File: src/rtl/frt_pkg.sv
package frt_pkg;

  typedef enum logic [1:0] {
    EDGE_NONE = 2'b00,
    EDGE_RISE = 2'b01,
    EDGE_FALL = 2'b10,
    EDGE_BOTH = 2'b11
  } edge_sel_e;

  // bit 0 enables rising detection, bit 1 enables falling detection
  function automatic logic edge_hit(input edge_sel_e sel, input logic cur, input logic prev);
    return (sel[0] & cur & ~prev) | (sel[1] & ~cur & prev);
  endfunction

endpackage

File: src/rtl/frt_counter.sv
module frt_counter #(
  parameter int W = 16
) (
  input  logic         clk_i,
  input  logic         rst_ni,
  input  logic         tick_i,
  input  logic         run_i,
  output logic [W-1:0] count_o,
  output logic         wrap_o
);
  localparam logic [W-1:0] MAXV = '1;

  function automatic logic [W-1:0] step(input logic [W-1:0] c);
    return c + W'(1);
  endfunction

  logic [W-1:0] cnt_q;

  assign wrap_o  = run_i & tick_i & (cnt_q == MAXV);
  assign count_o = cnt_q;

  always_ff @(posedge clk_i or negedge rst_ni) begin
    if (!rst_ni)      cnt_q <= '0;
    else if (!run_i)  cnt_q <= '0;
    else if (tick_i)  cnt_q <= step(cnt_q);
  end
endmodule

File: src/rtl/frt_ovf_flag.sv
module frt_ovf_flag (
  input  logic clk_i,
  input  logic rst_ni,
  input  logic wrap_i,
  input  logic clr_i,
  output logic irq_o,
  output logic flag_o
);
  logic irq_q, flag_q;

  always_ff @(posedge clk_i or negedge rst_ni) begin
    if (!rst_ni) begin
      irq_q  <= 1'b0;
      flag_q <= 1'b0;
    end else begin
      irq_q <= wrap_i;
      if (wrap_i)     flag_q <= 1'b1;
      else if (clr_i) flag_q <= 1'b0;
    end
  end

  assign irq_o  = irq_q;
  assign flag_o = flag_q;
endmodule

File: src/rtl/frt_cap_chan.sv
module frt_cap_chan
  import frt_pkg::*;
#(
  parameter int W = 16
) (
  input  logic         clk_i,
  input  logic         rst_ni,
  input  logic         pin_i,
  input  edge_sel_e    sel_i,
  input  logic [W-1:0] count_i,
  output logic         hit_o,
  output logic [W-1:0] val_o,
  output logic         irq_o
);
  localparam int SYNC = 2;

  logic [SYNC:0] sh_q;   // SYNC synchronizer stages plus one history stage
  logic [W-1:0]  val_q;
  logic          irq_q;

  assign hit_o = edge_hit(sel_i, sh_q[SYNC-1], sh_q[SYNC]);

  always_ff @(posedge clk_i or negedge rst_ni) begin
    if (!rst_ni) begin
      sh_q  <= '0;
      val_q <= '0;
      irq_q <= 1'b0;
    end else begin
      sh_q  <= {sh_q[SYNC-1:0], pin_i};
      irq_q <= hit_o;
      if (hit_o) val_q <= count_i;
    end
  end

  assign val_o = val_q;
  assign irq_o = irq_q;
endmodule

File: src/rtl/frt_capture_top.sv
module frt_capture_top
  import frt_pkg::*;
#(
  parameter int W   = 16,
  parameter int NCH = 2
) (
  input  logic             clk_i,
  input  logic             rst_ni,
  input  logic             tick_i,
  input  logic             run_i,
  input  logic             ovf_clr_i,
  input  logic [NCH-1:0]   cap_in_i,
  input  logic [2*NCH-1:0] edge_sel_i,
  output logic [W-1:0]     count_o,
  output logic [NCH*W-1:0] cap_val_o,
  output logic [NCH-1:0]   cap_irq_o,
  output logic             ovf_irq_o,
  output logic             ovf_flag_o
);
  logic           wrap_evt;
  logic [NCH-1:0] cap_hit;

  frt_counter #(.W(W)) u_cnt (
    .clk_i  (clk_i),
    .rst_ni (rst_ni),
    .tick_i (tick_i),
    .run_i  (run_i),
    .count_o(count_o),
    .wrap_o (wrap_evt)
  );

  frt_ovf_flag u_ovf (
    .clk_i (clk_i),
    .rst_ni(rst_ni),
    .wrap_i(wrap_evt),
    .clr_i (ovf_clr_i),
    .irq_o (ovf_irq_o),
    .flag_o(ovf_flag_o)
  );

  for (genvar g = 0; g < NCH; g++) begin : g_chan
    frt_cap_chan #(.W(W)) u_chan (
      .clk_i  (clk_i),
      .rst_ni (rst_ni),
      .pin_i  (cap_in_i[g]),
      .sel_i  (edge_sel_e'(edge_sel_i[2*g +: 2])),
      .count_i(count_o),
      .hit_o  (cap_hit[g]),
      .val_o  (cap_val_o[g*W +: W]),
      .irq_o  (cap_irq_o[g])
    );
  end
endmodule

File: config.mk
export PLATFORM = sky130hd
export DESIGN_NAME = frt_capture_top
export DESIGN_NICKNAME = d
export VERILOG_FILES = /design/src/rtl/frt_pkg.sv /design/src/rtl/frt_counter.sv /design/src/rtl/frt_ovf_flag.sv /design/src/rtl/frt_cap_chan.sv /design/src/rtl/frt_capture_top.sv
export SDC_FILE = /design/constraint.sdc
export NUM_CORES = 1
export LEC_CHECK = 0
export BUFFER_PORTS_ARGS = -buffer_cell sky130_fd_sc_hd__buf_2
export CORE_UTILIZATION = 24
export DETAILED_ROUTE_END_ITERATION = 8
export PLACE_DENSITY_LB_ADDON = 0.15
export SYNTH_ARGS = -nofsm -noshare
export SYNTH_HDL_FRONTEND = slang
export SYNTH_SLANG_ARGS = --single-unit
File: constraint.sdc
create_clock -name clk_i -period 2.1 [get_ports clk_i]
set_input_delay 0.42 -clock clk_i [delete_from_list [all_inputs] [get_ports clk_i]]
set_output_delay 0.42 -clock clk_i [all_outputs]
set_load 0.05 [all_outputs]
==> impl_metrics.yaml, run 1 <==
synth:
  synth-seq-cells: 58
  synth_nets: 188
  netlist_instances: 176
  yosys_warnings: 0
  ys_seq_area_share_pct: 60.6
  syn_area_per_cell_um2: 13.6
  synth_area_mm2: 0.00240
  yosys.cell_types.count: 30
setup_path:
  critical_path.top_delay_family: "simple AND/OR/NAND/NOR gates"
  timing.rr.start: "u_cnt.count_o[0]$_DFFE_PN0P_"
  critPathArrivalTime_ps: 1880
  worstReg2RegEnd: "u_ovf.flag_o$_DFFE_PN0P_"
  worstSetupPathType: "reg2reg"
  critPathCapture: "u_ovf.flag_o$_DFFE_PN0P_"
  required_ps: 2340
  worstSetupEndpointType: "flip-flop"
  reg2regPathDepth: 4
  r2r_setup_slack_ps: 450
  path_cells: "ha_1 -> nand4_4 -> or3_4 -> o31ai_2"
  worst-path-stages: 4
  crit_fanout: 9
  startpoint: "u_cnt.count_o[0]$_DFFE_PN0P_"
  path_buf_inv: 0
  cp_slowest_cell: "dfrtp_1"
  startpoint_type: "flip-flop"
  worst_path_largest_cell_delay_ps: 480
global_routing:
  grt_pass1_wl_um: 8940
  first_global_vias: 1712
  grt_use_total_pct: 11.7
  grt_use_met2_pct: 17.8
  grt_max_degree: 59
  busiest_layer: "met2"
  grt_overflow_total: 0
  antenna_found_initial: 0
  gr-usage-met3_pct: 4.10
  met1_usage_pct: 15.0
route:
  drt_iter0_drc: 50
  antenna_left: 0
  drc: 0
  wirelength_um: 5300
  drtPass1Iterations: 4
  post_drt_wl_per_cell_um: 13.9
  num_vias: 1615
  viasPerCell: 4.23
sta:
  final.setup_skew_ps: 6.74
  layout_min_cycle_time_ps: 1650
  finalSetupViolCount: 0
  finalHoldViolations: 0
  setup-tns-final_ps: 0
  timing.final.max_slew_violations: 0
  fmax_ghz: 0.606
  post-route-period-util_pct: 78.5
  rsz0062_at_grt: "no"
  tightest_slew_ps: 369
  slew_headroom_pct: 75.4
  worst_slack_ps: 451
clock_network:
  cts_tree: "yes"
  htree_levels: 3
  cts_buffer_depth: 2
  post_cts_resized: 0
  cts_hold_buf: 0
  cts_root_buf: "clkbuf_8"
  cts.sinks: 58
  clk_latency_ps: 330
  cts_buffers: 9
  path_clk_slew_ps: 60
  post_cts_buffers: 0
worst_hold_path:
  min_path_type: "in2async"
floorplan:
  placementRows: 36
  die_height_um: 102
  start_util_pct: 24.6
  die_area_mm2: 0.0104
  io_pins: 63
  core_mm2: 0.00973
  fp.dieW_um: 102
power_and_ir_drop:
  vdd_drop_max_mv: 0.352
  totalPowerFinal_mw: 2.42
  power.density_mw_per_mm2: 787
  leakage_nw: 1.58
placement:
  port_buffers: 62
  gp_congestion: 0.672
  place_ws_ps: 449
  hpwl_um: 3480
final_layout:
  postLayoutCoreUtil_pct: 31.7
  diodes: 0
  final_nets: 257
  drive_gt1_share_pct: 47.8
  syn2layout_area_growth_pct: 28.6
status:
  status: "completed"
flow_run:
  max_cap_violations: 0
[kinds of logic (layout without fill, tap and decap cells)]
family | Yosys count | count (layout) | share of synthesized area, %
flip-flops | 58 | 58 | 60.6
multiplexers | 40 | 40 | 18.4
AO/OA/AOI/OAI | 11 | 11 | 3.45
adder cells (fa/ha/maj) | 1 | 1 | 0.522
buffers and inverters | 12 | 85 | 2.56
XOR/XNOR | 4 | 4 | 1.46
AND/OR/NAND/NOR | 50 | 50 | 13.1
[worst register-to-register path, stage by stage (launching register included)]
cell and delay [ps]:
dfrtp_1 480, ha_1 260, nand4_4 180, or3_4 380, o31ai_2 250
[stage by stage]
step / instance area (um^2) / std cells / hold WS (ps)
floorplan: 2400 / 176 / 124
global placement: 2880 / 367 / 336
detailed placement: 2880 / 367 / 337
CTS: 3080 / 382 / 88.8
global route: 3080 / 382 / 96.0
finish: 3080 / 382 / 89.1
[synth_stat cells, drive strengths merged]
library cell,count,area share (%)
dfrtp,58,61
mux2,32,15
nand2,16,2.5
mux2i,8,3.3
nand2b,7,1.8
nand4,6,3.4
nor4,6,1.6
nor2,5,0.78
a21oi,4,0.84
buf,4,1.3
inv,4,0.63
clkbuf,3,0.52
o31ai,3,1.1
or3,3,1.0
xnor2,3,1.1
nand3,2,0.42
o21ai,2,0.42
o22ai,2,1.0
or4,2,0.63
and3,1,0.26
clkinv,1,0.16
ha,1,0.52
nor3,1,0.21
nor4b,1,0.37
xor2,1,0.37
[where the power goes]
| group | switching, mW | internal [mW] | leakage [nW] |
|---|---|---|---|
| Clock | 0.417 | 0.637 | 0.106 |
| Sequential | 0.0189 | 1.14 | 0.790 |
| Combinational | 0.145 | 0.0626 | 0.685 |
| Total | 0.581 | 1.84 | 1.58 |
[cell usage in the layout (no fill, tap or decap), drive strengths merged]
| cell type | instances |
|---|---|
| buf | 65 |
| dfrtp | 58 |
| mux2 | 32 |
| nand2 | 16 |
| clkbuf | 13 |
| mux2i | 8 |
| nand2b | 7 |
| nor4 | 6 |
| nand4 | 6 |
| nor2 | 5 |
| inv | 4 |
| a21oi | 4 |
| xnor2 | 3 |
| o31ai | 3 |
| or3 | 3 |
| o22ai | 2 |
| nand3 | 2 |
| o21ai | 2 |
| or4 | 2 |
| clkinv | 2 |
| and3 | 1 |
| nor3 | 1 |
| nor4b | 1 |
| xor2 | 1 |
| ha | 1 |
| bufinv | 1 |
[final cells by class]
cell class,instances,area [um^2]
fill,1028,6650
sequential,58,1450
multi-input combinational,106,883
timing repair buffer,65,358
clock buffer,13,169
tap,133,166
clock inverter,2,35.0
inverter,5,18.8
[state kept, by name, indices dropped and copies added, names as in the netlist]
register             flops
g_chan.u_chan.val_o     32
u_cnt.count_o           16
g_chan.u_chan.sh_q       6
g_chan.u_chan.irq_o      2
u_ovf.flag_o             1
u_ovf.irq_o              1
[per-layer routing]
layer,vias up,share of wire [%]
met5,-,0
met4,0,1.1
met3,7,6.0
met2,49,48
met1,795,45
li1,764,-
[worst min path at each step]
stage                                       startpoint                               endpoint  slack (ps)  cells past startpoint
detailed placement  g_chan[1].u_chan.sh_q[0]$_DFF_PN0_     g_chan[1].u_chan.sh_q[1]$_DFF_PN0_         340                      0
global route                                    rst_ni  g_chan[0].u_chan.val_o[0]$_DFFE_PN0P_         100                      2
finish                                          rst_ni  g_chan[1].u_chan.val_o[0]$_DFFE_PN0P_          90                      2
CTS                                             rst_ni  g_chan[1].u_chan.val_o[0]$_DFFE_PN0P_          90                      2
global placement    g_chan[0].u_chan.sh_q[0]$_DFF_PN0_     g_chan[0].u_chan.sh_q[1]$_DFF_PN0_         340                      0
floorplan                                       rst_ni       g_chan[0].u_chan.irq_o$_DFF_PN0_         120                      0
(Power assumes the default switching activity.)
==> run 2, diff against run 1 <==
==> constraint.sdc (replaced) <==
create_clock -name clk_i -period 1.7 [get_ports clk_i]
set_input_delay 0.34 -clock clk_i [delete_from_list [all_inputs] [get_ports clk_i]]
set_output_delay 0.34 -clock clk_i [all_outputs]
set_load 0.05 [all_outputs]
==> run 2 against run 1 <==
Compared with the run above:
- sequential share of layout area shrank 0.73 points
- largest power group unchanged
- via count up 1.1%
- core utilization grew 0.55 points
- cell count increased by 2.4%
- cell area rose by 1.7%
- flip-flop and latch count is the same
- non-clock buffer count up 8
- clock power up 19%
- wire length is 1.2% higher
- global-route usage fell by 0.25 points
- critical path depth shrank 2
==> impl_metrics.yaml, run 2 (synthesized netlist as in run 1, its figures left out) <==
floorplan:
  core_mm2: 0.00973
  placementRows: 36
  die_area_mm2: 0.0104
  fp.dieW_um: 102
  io_pins: 63
  start_util_pct: 24.6
  die_height_um: 102
final_layout:
  diodes: 0
  final_nets: 265
  final_cell_mix: "buf_2 (62), dfrtp_1 (56), mux2_2 (32)"
  regArea_mm2: 0.00145
  drive_gt1_share_pct: 50.4
  fin_area_mm2: 0.00314
  final_cells: 391
  nFillCells: 1034
  largest_reg_flops: 32
  layout_commonest_cell: "buf_2"
  multi_input_area_um2: 883
  syn2layout_area_growth_pct: 30.9
setup_path:
  r2r_setup_slack_ps: 190
  worstSetupEndpointType: "primary output"
  critPathArrivalTime_ps: 1210
  worstSetupPathType: "reg2out"
  required_ps: 1360
  startpoint_type: "flip-flop"
  crit_fanout: 4
clock_network:
  clk_latency_ps: 330
  cts_root_buf: "clkbuf_8"
  cts_buffers: 9
  post_cts_resized: 0
  path_clk_slew_ps: 70
  cts_hold_buf: 0
  htree_levels: 3
  cts_tree: "yes"
  cts.sinks: 58
  post_cts_buffers: 0
  cts_buffer_depth: 2
sta:
  layout_min_cycle_time_ps: 1550
  slew_headroom_pct: 74.9
  fmax_ghz: 0.644
  finalSetupViolCount: 0
  worst_slack_ps: 147
  rsz0062_at_grt: "no"
  post-route-period-util_pct: 91.3
  timing.hold.ws_ps: 0.108
  final.setup_skew_ps: 7.69
  timing.final.max_slew_violations: 0
  tightest_slew_ps: 373
  setup-tns-final_ps: 0
  finalHoldViolations: 0
placement:
  gp_congestion: 0.721
  place_ws_ps: 174
  dpl-instance-area_mm2: 0.00294
  port_buffers: 62
  hpwl_um: 3550
  dp.cells: 375
power_and_ir_drop:
  swShare_pct: 25.2
  leakage_nw: 1.62
  clockPowerShare_pct: 42.3
  power_frac_comb_pct: 9.2
  p_int_mw: 2.21
  seq_power_share_pct: 48.5
  netSwitchingPower_mw: 0.743
  vdd_drop_max_mv: 0.342
  power.density_mw_per_mm2: 942
global_routing:
  grt_pass1_wl_um: 8680
  first_global_vias: 1615
  grt_use_total_pct: 11.4
  grt_max_degree: 59
  antenna_found_initial: 0
  grt_overflow_total: 0
route:
  post_drt_wl_per_cell_um: 13.7
  viasPerCell: 4.18
  drtPass1Iterations: 4
  num_vias: 1633
  drt_iter0_drc: 44
  antenna_left: 0
  wirelength_um: 5360
  drc: 0
worst_hold_path:
  min_path_type: "in2async"
flow_run:
  max_cap_violations: 0
status:
  status: "completed"
[run 2: worst paths after layout]
kind                       cells past startpoint                                     end                                from
hold reg to reg                                0      g_chan[0].u_chan.sh_q[1]$_DFF_PN0_  g_chan[0].u_chan.sh_q[0]$_DFF_PN0_
setup reg to reg                               4                u_ovf.flag_o$_DFFE_PN0P_        u_cnt.count_o[0]$_DFFE_PN0P_
setup / recovery                               2                              count_o[2]        u_cnt.count_o[2]$_DFFE_PN0P_
min in group clk_i                             1      g_chan[0].u_chan.sh_q[0]$_DFF_PN0_                         cap_in_i[0]
max in group asynchronous                      2  g_chan[1].u_chan.val_o[12]$_DFFE_PN0P_                              rst_ni
hold / removal                                 2   g_chan[0].u_chan.val_o[0]$_DFFE_PN0P_                              rst_ni
[run 2: per-layer routing]
metal,up-vias,track usage [%],share of wire [%]
met3,7,4.86,6.3
li1,779,-,-
met5,-,0,0
met1,798,14.7,47
met4,0,3.63,1.1
met2,49,17.4,45
[run 2: stage by stage]
| stage | total power, mW | util, % |
|---|---|---|
| CTS | 3.03 | 32.2 |
| detailed placement | 1.74 | 30.2 |
| global placement | 1.74 | 30.2 |
| global route | 3.12 | 32.2 |
| finish | 2.95 | 32.2 |
| floorplan | 1.63 | - |
[run 2: power groups by stage]
stage          clock network [mW]  logic (mW)  registers [mW]
2_1_floorplan                   0      0.0933            1.54
3_3_place_gp                    0       0.281            1.46
3_5_place_dp                    0       0.280            1.46
4_1_cts                      1.32       0.280            1.43
5_1_grt                      1.38       0.296            1.44
6_report                     1.25       0.273            1.43
[run 2: worst max-delay path, cell delays in order, from the launching register on]
cell	delay, ps
dfrtp_1	450
buf_4	170
buf_2	260
[run 2: final cells by class]
class / instances / share of cell area (%)
flip-flops and latches: 58 / 46.4
multi-input cells: 106 / 28.2
repair buffers: 73 / 13.3
well taps: 133 / 5.31
clock buffers: 11 / 4.51
clock inverters: 5 / 1.72
inverters: 5 / 0.599
==> run 3, diff against run 2 <==
--- a/config.mk
+++ b/config.mk
@@ -6,7 +6,7 @@
 export NUM_CORES = 1
 export LEC_CHECK = 0
 export BUFFER_PORTS_ARGS = -buffer_cell sky130_fd_sc_hd__buf_2
-export CORE_UTILIZATION = 24
+export CORE_UTILIZATION = 50
 export DETAILED_ROUTE_END_ITERATION = 8
 export PLACE_DENSITY_LB_ADDON = 0.15
 export SYNTH_ARGS = -nofsm -noshare
==> run 3 against run 2 <==
Compared with the run above:
- non-clock buffer count is 5 lower
- cell count is 22% lower
- clock power is 15% lower
- sequential share of layout area is 2.5 points higher
- wire length is 21% lower
- highest routed layer unchanged
- sequential power hardly changed
- critical path depth is 1 lower
- the run now ends with design-rule violations left
- count of clock-buffer cells in the layout is 2 higher
- hold slack hardly changed
- core utilization is 34 points higher
- critical path type unchanged
==> impl_metrics.yaml, run 3 (synthesized netlist as in run 1, its figures left out) <==
route:
  drc: 3
  drt_iter0_drc: 42
  num_vias: 1616
  wirelength_um: 4250
  post_drt_wl_per_cell_um: 13.9
  antenna_left: 0
  drtPass1Iterations: 6
  viasPerCell: 5.30
setup_path:
  worstSetupEndpointType: "primary output"
  path_buf_inv: 1
  worstSetupPathType: "reg2out"
  cp_slowest_cell: "dfrtp_1"
  crit_fanout: 10
  critPathArrivalTime_ps: 1170
  startpoint_type: "flip-flop"
  path_cells: "buf_2"
  required_ps: 1360
  critical_path.top_delay_family: "flip-flops"
  worst_path_largest_cell_delay_ps: 510
power_and_ir_drop:
  totalPowerFinal_mw: 2.76
  clockPowerShare_pct: 38.3
  netSwitchingPower_mw: 0.695
  swShare_pct: 25.2
  power.density_mw_per_mm2: 926
  p_int_mw: 2.06
  leakage_nw: 1.58
  seq_power_share_pct: 51.8
  vdd_drop_max_mv: 0.688
  power_frac_comb_pct: 9.9
sta:
  rsz0062_at_grt: "no"
  layout_min_cycle_time_ps: 1510
  final.setup_skew_ps: 5.02
  post-route-period-util_pct: 88.8
  setup-tns-final_ps: 0
  finalHoldViolations: 0
  slew_headroom_pct: 75.3
  timing.hold.ws_ps: 0.408
  finalSetupViolCount: 0
  worst_slack_ps: 190
  fmax_ghz: 0.662
  timing.final.max_slew_violations: 0
  tightest_slew_ps: 365
clock_network:
  cts_buffer_depth: 2
  cts_root_buf: "clkbuf_8"
  htree_levels: 3
  cts_hold_buf: 0
  path_clk_slew_ps: 60
  cts_buffers: 9
  cts_tree: "yes"
  post_cts_buffers: 0
  cts.sinks: 58
  clk_latency_ps: 330
  post_cts_resized: 0
final_layout:
  postLayoutCoreUtil_pct: 66.6
  syn2layout_area_growth_pct: 24.3
  fin_area_mm2: 0.00298
  diodes: 0
  final_cells: 305
  drive_gt1_share_pct: 48.6
  final_cell_mix: "buf_2 (62), dfrtp_1 (56), mux2_2 (32)"
  layout_commonest_cell: "buf_2"
  final_nets: 260
  largest_reg_flops: 32
floorplan:
  core_mm2: 0.00447
  die_height_um: 71.2
  io_pins: 63
  fp.dieW_um: 71.2
  die_area_mm2: 0.00507
  placementRows: 24
  start_util_pct: 53.6
global_routing:
  first_global_vias: 1552
  grt_use_met2_pct: 29.3
  busiest_layer: "met2"
  grt_overflow_total: 0
  grt_use_total_pct: 19.1
  grt_max_degree: 59
  met1_usage_pct: 23.7
  grt_pass1_wl_um: 7170
  gr-usage-met3_pct: 8.16
  antenna_found_initial: 0
placement:
  gp_congestion: 0.739
  dp.cells: 289
  hpwl_um: 2890
  port_buffers: 62
  dpl-instance-area_mm2: 0.00281
  place_ws_ps: 260
worst_hold_path:
  min_path_type: "in2async"
status:
  violations: "design-rule violations"
  status: "complete, but fails checks"
flow_run:
  max_cap_violations: 0
## run 3: cell types whose count changed in the layout (fill, tap and decap cells not counted), sizes merged
| cell | change |
|---|---|
| buf | -5 |
| bufinv | -1 |
| clkbuf | +2 |
| clkinv | -1 |
## run 3: area by class of cell
cell class | instances | area [um^2]
multi-input combinational | 106 | 883
sequential | 58 | 1450
timing repair buffer | 68 | 393
inverter | 5 | 18.8
clock buffer | 13 | 149
tap | 52 | 65.1
clock inverter | 3 | 15.0
fill | 344 | 1500
## run 3: power by group through the flow
stage / Combinational (mW) / Clock (mW) / Sequential (mW)
after global placement: 0.275 / 0 / 1.45
after global routing: 0.295 / 1.14 / 1.43
after CTS: 0.277 / 1.09 / 1.43
after floorplan: 0.0933 / 0 / 1.54
after detailed placement: 0.277 / 0 / 1.45
final: 0.272 / 1.06 / 1.43
## run 3: final timing paths
check                      cells after the start  slack (ps)                                      to                          startpoint
max                                            1         190                              count_o[8]        u_cnt.count_o[8]$_DFFE_PN0P_
min                                            2         0.4                   u_ovf.irq_o$_DFF_PN0_                              rst_ni
max reg2reg                                    3         230            u_cnt.count_o[7]$_DFFE_PN0P_        u_cnt.count_o[3]$_DFFE_PN0P_
min reg2reg                                    0         350      g_chan[0].u_chan.sh_q[1]$_DFF_PN0_  g_chan[0].u_chan.sh_q[0]$_DFF_PN0_
max in group asynchronous                      2        1450  g_chan[1].u_chan.val_o[13]$_DFFE_PN0P_                              rst_ni
min in group clk_i                             1         110      g_chan[0].u_chan.sh_q[0]$_DFF_PN0_                         cap_in_i[0]
## run 3: per-layer routing
metal	wire [um]	vias up	share of wire, %
met5	0	-	0
met4	80	0	1.9
met3	257	10	6.0
met2	2030	50	48
met1	1890	788	44
li1	-	768	-
